--- src/rtl/snvm_pkg.sv ---
package snvm_pkg;

    localparam int BYTE_W = 8;

    localparam logic [BYTE_W-1:0] OP_READ       = 8'h03;
    localparam logic [BYTE_W-1:0] OP_WRITE      = 8'h02;
    localparam logic [BYTE_W-1:0] OP_WR_ENABLE  = 8'h06;
    localparam logic [BYTE_W-1:0] OP_WR_DISABLE = 8'h04;
    localparam logic [BYTE_W-1:0] OP_STATUS     = 8'h05;

    localparam int LATCH_BIT = 1;

    typedef enum logic [2:0] {
        PH_CMD,
        PH_ADDR_HI,
        PH_ADDR_LO,
        PH_RDATA,
        PH_WDATA,
        PH_STATUS,
        PH_DROP
    } phase_e;

    typedef struct packed {
        logic              valid;
        logic [BYTE_W-1:0] data;
    } rx_byte_t;

    function automatic logic [BYTE_W-1:0] status_byte(input logic latch);
        logic [BYTE_W-1:0] s;
        s = '0;
        s[LATCH_BIT] = latch;
        return s;
    endfunction

    function automatic phase_e phase_after_cmd(input logic [BYTE_W-1:0] op);
        phase_e p;
        case (op)
            OP_READ, OP_WRITE: p = PH_ADDR_HI;
            OP_STATUS:         p = PH_STATUS;
            default:           p = PH_DROP;
        endcase
        return p;
    endfunction

endpackage

--- src/rtl/snvm_pin_sync.sv ---
module snvm_pin_sync #(
    parameter int STAGES = 2
) (
    input  logic clk,
    input  logic rst,
    input  logic sclk_pin,
    input  logic cs_n_pin,
    input  logic mosi_pin,
    output logic sclk_rise,
    output logic sclk_fall,
    output logic sel,
    output logic mosi_bit
);
    localparam logic [2:0] PIN_RESET = 3'b010;  // {sclk, cs_n, mosi}

    logic [2:0] stage_q [STAGES];
    logic [2:0] pins_s;
    logic       sclk_last;

    always_ff @(posedge clk) begin
        if (rst) begin
            for (int i = 0; i < STAGES; i++) stage_q[i] <= PIN_RESET;
            sclk_last <= 1'b0;
        end else begin
            stage_q[0] <= {sclk_pin, cs_n_pin, mosi_pin};
            for (int i = 1; i < STAGES; i++) stage_q[i] <= stage_q[i-1];
            sclk_last <= pins_s[2];
        end
    end

    assign pins_s    = stage_q[STAGES-1];
    assign sclk_rise = pins_s[2] & ~sclk_last;
    assign sclk_fall = ~pins_s[2] & sclk_last;
    assign sel       = ~pins_s[1];
    assign mosi_bit  = pins_s[0];
endmodule

--- src/rtl/snvm_rx.sv ---
module snvm_rx
    import snvm_pkg::*;
(
    input  logic     clk,
    input  logic     rst,
    input  logic     sel,
    input  logic     sclk_rise,
    input  logic     mosi_bit,
    output rx_byte_t rx
);
    localparam int CNT_W = $clog2(BYTE_W);

    logic [CNT_W-1:0]  bit_cnt;
    logic [BYTE_W-2:0] shift_q;

    always_ff @(posedge clk) begin
        if (rst || !sel) begin
            bit_cnt <= '0;
            shift_q <= '0;
        end else if (sclk_rise) begin
            bit_cnt <= bit_cnt + 1'b1;
            shift_q <= {shift_q[BYTE_W-3:0], mosi_bit};
        end
    end

    always_comb begin
        rx.valid = sel && sclk_rise && (bit_cnt == CNT_W'(BYTE_W - 1));
        rx.data  = {shift_q, mosi_bit};
    end
endmodule

--- src/rtl/snvm_ctrl.sv ---
module snvm_ctrl
    import snvm_pkg::*;
#(
    parameter int AW = 8
) (
    input  logic              clk,
    input  logic              rst,
    input  logic              sel,
    input  logic              sclk_fall,
    input  rx_byte_t          rx,
    input  logic [BYTE_W-1:0] rd_data,
    output logic [AW-1:0]     rd_addr,
    output logic              wr_en,
    output logic [AW-1:0]     wr_addr,
    output logic [BYTE_W-1:0] wr_data,
    output logic              miso,
    output phase_e            phase,
    output logic [AW-1:0]     cur_addr,
    output logic              wel,
    output logic              wr_txn
);
    logic [BYTE_W-1:0]   addr_hi;
    logic [2*BYTE_W-1:0] full_addr;
    logic                is_read;
    logic [BYTE_W-1:0]   tx_q;
    logic                miso_q;
    logic                unused_addr_bits;

    assign full_addr        = {addr_hi, rx.data};
    assign unused_addr_bits = ^full_addr;

    always_comb begin
        rd_addr = (phase == PH_ADDR_LO) ? full_addr[AW-1:0] : cur_addr + 1'b1;
        wr_en   = rx.valid && (phase == PH_WDATA) && wel;
        wr_addr = cur_addr;
        wr_data = rx.data;
        miso    = miso_q;
    end

    always_ff @(posedge clk) begin
        if (rst) begin
            phase    <= PH_CMD;
            addr_hi  <= '0;
            cur_addr <= '0;
            is_read  <= 1'b0;
            wel      <= 1'b0;
            wr_txn   <= 1'b0;
            tx_q     <= '0;
            miso_q   <= 1'b0;
        end else if (!sel) begin
            phase  <= PH_CMD;
            tx_q   <= '0;
            miso_q <= 1'b0;
            wr_txn <= 1'b0;
            if (wr_txn) wel <= 1'b0;
        end else begin
            if (sclk_fall) begin
                miso_q <= tx_q[BYTE_W-1];
                tx_q   <= {tx_q[BYTE_W-2:0], 1'b0};
            end
            if (rx.valid) begin
                case (phase)
                    PH_CMD: begin
                        phase   <= phase_after_cmd(rx.data);
                        is_read <= (rx.data == OP_READ);
                        if (rx.data == OP_WR_ENABLE)  wel    <= 1'b1;
                        if (rx.data == OP_WR_DISABLE) wel    <= 1'b0;
                        if (rx.data == OP_WRITE)      wr_txn <= 1'b1;
                        if (rx.data == OP_STATUS)     tx_q   <= status_byte(wel);
                    end
                    PH_ADDR_HI: begin
                        addr_hi <= rx.data;
                        phase   <= PH_ADDR_LO;
                    end
                    PH_ADDR_LO: begin
                        cur_addr <= rd_addr;
                        phase    <= is_read ? PH_RDATA : PH_WDATA;
                        if (is_read) tx_q <= rd_data;
                    end
                    PH_RDATA: begin
                        cur_addr <= rd_addr;
                        tx_q     <= rd_data;
                    end
                    PH_WDATA:  cur_addr <= cur_addr + 1'b1;
                    PH_STATUS: tx_q     <= status_byte(wel);
                    default:   ;
                endcase
            end
        end
    end
endmodule

--- src/rtl/snvm_array.sv ---
module snvm_array
    import snvm_pkg::*;
#(
    parameter int AW = 8
) (
    input  logic              clk,
    input  logic              we,
    input  logic [AW-1:0]     waddr,
    input  logic [BYTE_W-1:0] wdata,
    input  logic [AW-1:0]     raddr,
    output logic [BYTE_W-1:0] rdata
);
    localparam int DEPTH = 1 << AW;

    logic [BYTE_W-1:0] mem [DEPTH];

    always_ff @(posedge clk) begin
        if (we) mem[waddr] <= wdata;
    end

    assign rdata = mem[raddr];
endmodule

--- src/rtl/snvm_spi_mem.sv ---
module snvm_spi_mem
    import snvm_pkg::*;
#(
    parameter int DEPTH_LOG2  = 8,
    parameter int SYNC_STAGES = 2
) (
    input  logic clk,
    input  logic rst,
    input  logic spi_sclk,
    input  logic spi_cs_n,
    input  logic spi_mosi,
    output logic spi_miso
);
    localparam int AW = DEPTH_LOG2;

    logic              sclk_rise, sclk_fall, sel, mosi_bit;
    rx_byte_t          rx_byte;
    logic [BYTE_W-1:0] rd_data, wr_data;
    logic [AW-1:0]     rd_addr, wr_addr, cur_addr;
    logic              wr_en, wel, wr_txn;
    phase_e            phase;

    snvm_pin_sync #(.STAGES(SYNC_STAGES)) sync_i (
        .clk(clk), .rst(rst),
        .sclk_pin(spi_sclk), .cs_n_pin(spi_cs_n), .mosi_pin(spi_mosi),
        .sclk_rise(sclk_rise), .sclk_fall(sclk_fall), .sel(sel), .mosi_bit(mosi_bit)
    );

    snvm_rx rx_i (
        .clk(clk), .rst(rst), .sel(sel), .sclk_rise(sclk_rise),
        .mosi_bit(mosi_bit), .rx(rx_byte)
    );

    snvm_ctrl #(.AW(AW)) ctrl_i (
        .clk(clk), .rst(rst), .sel(sel), .sclk_fall(sclk_fall), .rx(rx_byte),
        .rd_data(rd_data), .rd_addr(rd_addr),
        .wr_en(wr_en), .wr_addr(wr_addr), .wr_data(wr_data),
        .miso(spi_miso), .phase(phase), .cur_addr(cur_addr),
        .wel(wel), .wr_txn(wr_txn)
    );

    snvm_array #(.AW(AW)) array_i (
        .clk(clk), .we(wr_en), .waddr(wr_addr), .wdata(wr_data),
        .raddr(rd_addr), .rdata(rd_data)
    );
endmodule

--- config.mk ---
export PLATFORM = sky130hd
export DESIGN_NAME = snvm_spi_mem
export DESIGN_NICKNAME = d
export VERILOG_FILES = /design/src/rtl/snvm_pkg.sv /design/src/rtl/snvm_pin_sync.sv /design/src/rtl/snvm_rx.sv /design/src/rtl/snvm_ctrl.sv /design/src/rtl/snvm_array.sv /design/src/rtl/snvm_spi_mem.sv
export SDC_FILE = /design/constraint.sdc
export NUM_CORES = 2
export LEC_CHECK = 0
export ABC_CLOCK_PERIOD_IN_PS = 3320
export BUFFER_PORTS_ARGS = -buffer_cell sky130_fd_sc_hd__buf_4
export CAP_MARGIN = 20
export CELL_PAD_IN_SITES_DETAIL_PLACEMENT = 0
export CELL_PAD_IN_SITES_GLOBAL_PLACEMENT = 1
export CORE_ASPECT_RATIO = 2
export CORE_UTILIZATION = 50
export CTS_CLUSTER_SIZE = 30
export DETAILED_ROUTE_END_ITERATION = 16
export GPL_ROUTABILITY_DRIVEN = 0
export PLACE_DENSITY_LB_ADDON = 0.1
export SLEW_MARGIN = 10
export SYNTH_ARGS = -nofsm -noshare
export SYNTH_HDL_FRONTEND = slang
export SYNTH_HIERARCHICAL = 1
export SYNTH_SLANG_ARGS = --single-unit
--- constraint.sdc ---
create_clock -name clk -period 3.32 [get_ports clk]
set_input_delay 0.166 -clock clk [delete_from_list [all_inputs] [get_ports clk]]
set_output_delay 0.166 -clock clk [all_outputs]
set_load 0.03 [all_outputs]
==> impl_metrics.toml <==
[sta]
worst_pin_slew_ps = 1059
setup_violations = 8
fin_crit_sh_pct = 109.2
worst_clock_skew_ps = 46.23
slew_violations = 0
max_freq_mhz = 275.7
finalWorstSetupSlack_ps = -306.5
slew_headroom_pct = 29.40
rsz0062_at_grt = "yes"
whs_ps = 314.2
finalCriticalPeriod_ps = 3627
hold_viol_final = 0

[route]
via_count = 42120
routed_wl_mm = 222.2
drc = 5
drtPass1Iterations = 12
post_drt_wl_per_cell_um = 31.68
drt_iter0_drc = 2963
via_per_inst = 6.005
ant_nets = 0

[power]
internal_power_w = 0.04083
power_w = 0.05040
clock_power_share_pct = 43.3
p_sw_share_pct = 19.00
p_switching_w = 0.009576
power_frac_comb_pct = 0.2
power.leakage_nw = 32.44
pwr-share-seq_pct = 56.5
ir_drop_v = 0.0003673
power_density_mw_per_mm2 = 516.2

[die]
chipHeight_um = 573.5
die_area_sq_mm = 0.1650
fp-row-count = 209
core_area_sq_mm = 0.1621
initial_core_util_pct = 50.35
die_w_um = 287.7
ios = 6

[setup_path]
cp_max_fo = 6
worstPathRequired_ps = 4020
ff2ff_setup_slack_ps = -310
critPathCaptureType = "flop"
worst_setup_path_start_kind = "flop"
crit_arrival_ps = 4320
crit_type = "flop to flop"
r2r-start = "ctrl_i/phase[2]$_SDFFE_PP0P_"
startpoint = "ctrl_i/phase[2]$_SDFFE_PP0P_"

[synth]
ys_ff_latch = 2088
syn-cell-area_sq_mm = 0.08164
yosysSeqAreaShare_pct = 76.31
syn-num-nets = 3979
synth-edff-count = 2048
ys_async_sr_fraction_pct = 0
yosysTopAreaCell = "edfxtp_1"
synthTopCellsByArea = "edfxtp_1 (75%), mux4_2 (13%), mux2i_1 (1.8%)"
syn-mean-instance-area_sq_um = 20.56
synth_top_area_share_pct = 75.33
ys.flop_type = "edfxtp_1"
yosys_warnings = 6
synth_cells = 3971
yosysUniqueCellTypes = 79

[run]
max_cap_viol_count = 0

[outcome]
outcome = "finished with violations"
violations = "DRC, setup timing"

[clock_network]
cts_buffers = 185
root_buffer = "clkbuf_16"
path_clk_slew_ps = 70
cts_tree = "yes"
clockBufferDepth = 4
clock_latency_ps = 830
cts_sinks = 2088
h-tree-depth = 4

[global_route]
grt_pass1_wl_mm = 316.1
overflow = 0
track_usage_pct = 27.21
antenna_found_initial = 2
grt_pass1_vias = 44160
grt_max_degree = 185

[final_layout]
fillers = 11740
multiInputGateArea_sq_mm = 0.01863
drive_above_1_share_pct = 36.28
area_delta_synth_final_pct = 19.60
final_util_pct = 60.22
regArea_sq_mm = 0.06233
nets = 4778
final_cell_count_no_fill = 7014

[worst_hold_path]
hold_class = "input port to flop"
min_from = "rst"

[placed_design]
dp.cells = 6592
place_ws_ps = -916.4
port_buffers = 5
hpwl_mm = 149.4
-- stage by stage --
stage / instance area [sq um] / TNS, ps
global placement: 89470 / -5109
global route: 97640 / -2496
floorplan: 81680 / 0
finish: 97640 / -1770
detailed placement: 89470 / -5382
CTS: 96800 / -1664
-- power groups by stage --
stage,clock network [W],logic [W],registers (W)
3_5_place_dp,0,0.0000764,0.0291
4_1_cts,0.0220,0.0000831,0.0285
3_3_place_gp,0,0.0000739,0.0291
5_1_grt,0.0228,0.0000875,0.0285
6_report,0.0218,0.0000826,0.0285
2_1_floorplan,0,0.0000364,0.0291
-- cells by family after synthesis --
group,synth area share (%)
adder cells (fa/ha/maj),0.04598
XOR/XNOR,0.05364
AND/OR/NAND/NOR,3.169
multiplexers,14.49
flip-flops,76.31
AO/OA/AOI/OAI,3.816
buffers and inverters,2.110
-- placed cells by master, fill, tap and decap left out, types with 25 or more instances in the layout --
cell	n
a21oi_1	82
a22oi_1	110
buf_12	70
buf_4	745
buf_6	25
bufinv_16	25
clkbuf_16	187
clkinv_1	32
clkinv_2	32
dfxtp_1	30
edfxtp_1	2048
mux2i_1	136
mux4_2	454
nand2_1	43
nand3_1	32
nor2_1	295
nor2b_1	34
o221ai_1	40
o22ai_1	27
-- Yosys cell counts, drive strengths merged (3+ instances only) --
| cell | instances |
|---|---|
| edfxtp | 2048 |
| mux4 | 456 |
| nor2 | 308 |
| buf | 148 |
| mux2i | 144 |
| a22oi | 133 |
| clkbuf | 116 |
| a21oi | 101 |
| o221ai | 48 |
| nand2 | 45 |
| nor2b | 41 |
| dfxtp | 40 |
| nand3 | 40 |
| nor3 | 29 |
| nor4 | 28 |
| o22ai | 28 |
| o21ai | 23 |
| a211oi | 17 |
| a221oi | 16 |
| a22o | 14 |
| nand2b | 13 |
| nand4 | 13 |
| mux2 | 10 |
| o211ai | 10 |
| inv | 8 |
| nand3b | 7 |
| a2111oi | 6 |
| and2 | 6 |
| o32ai | 6 |
| or2 | 6 |
| a31oi | 5 |
| nor3b | 5 |
| o22a | 5 |
| xnor2 | 5 |
| and3 | 4 |
| or3 | 4 |
| a311oi | 3 |
| a41oi | 3 |
| ha | 3 |
-- sequential cells by signal (all words and copies together), names as in the netlist, 3 cells and up --
name / count
ctrl_i/tx_q: 8
rx_i/shift_q: 7
rx_i/bit_cnt: 3
array_i/mem: 2048
ctrl_i/phase: 3
ctrl_i/cur_addr: 8
sync_i/stage_q: 6
-- critical path, stage by stage (launching register included) --
cell and delay [ps]:
dfxtp_4 350, nor3b_4 220, buf_6 170, nand2_4 60
o21ai_4 90, buf_6 170, buf_12 130, buf_12 120
buf_6 110, mux4_2 520, mux4_2 500, nor2_1 110
a2111oi_1 70, nor3_2 370, buf_4 210, nor4_2 50
a22o_2 250
-- path summary, 6_finish.rpt --
kind / end / depth (start not counted)
max: ctrl_i/tx_q[2]$_SDFF_PP0_ / 16
min: sync_i/sclk_last$_SDFF_PP0_ / 3
max reg2reg: ctrl_i/tx_q[2]$_SDFF_PP0_ / 16
min reg2reg: sync_i/sclk_last$_SDFF_PP0_ / 1
-- repair_timing --
action	in CTS	in global routing
hold buffers	7	0
endpoints found under the setup margin	8	16
setup buffers	48	39
endpoints found under the hold margin	18	0
pin swaps	21	35
resized for setup	153	87
gates cloned	5	2
-- routing by layer --
layer  up-vias  GRT usage, %  routed length (um)
li1      18070             -                   -
met1     22520         29.98               76070
met2      1110         51.93              125900
met3       414         2.560                8183
met4         0         12.39               12020
met5         -             0                   0
-- layout make-up --
class                   count  area share (%)
diodes                      1        0.002563
clock buffers             215           4.929
clock inverters           105           1.205
inverters                   9         0.03460
multi-input cells        1610           19.08
flip-flops and latches   2088           63.84
well taps                2110           2.704
repair buffers            876           8.205
No activity file was read; power rests on OpenSTA's default activity.
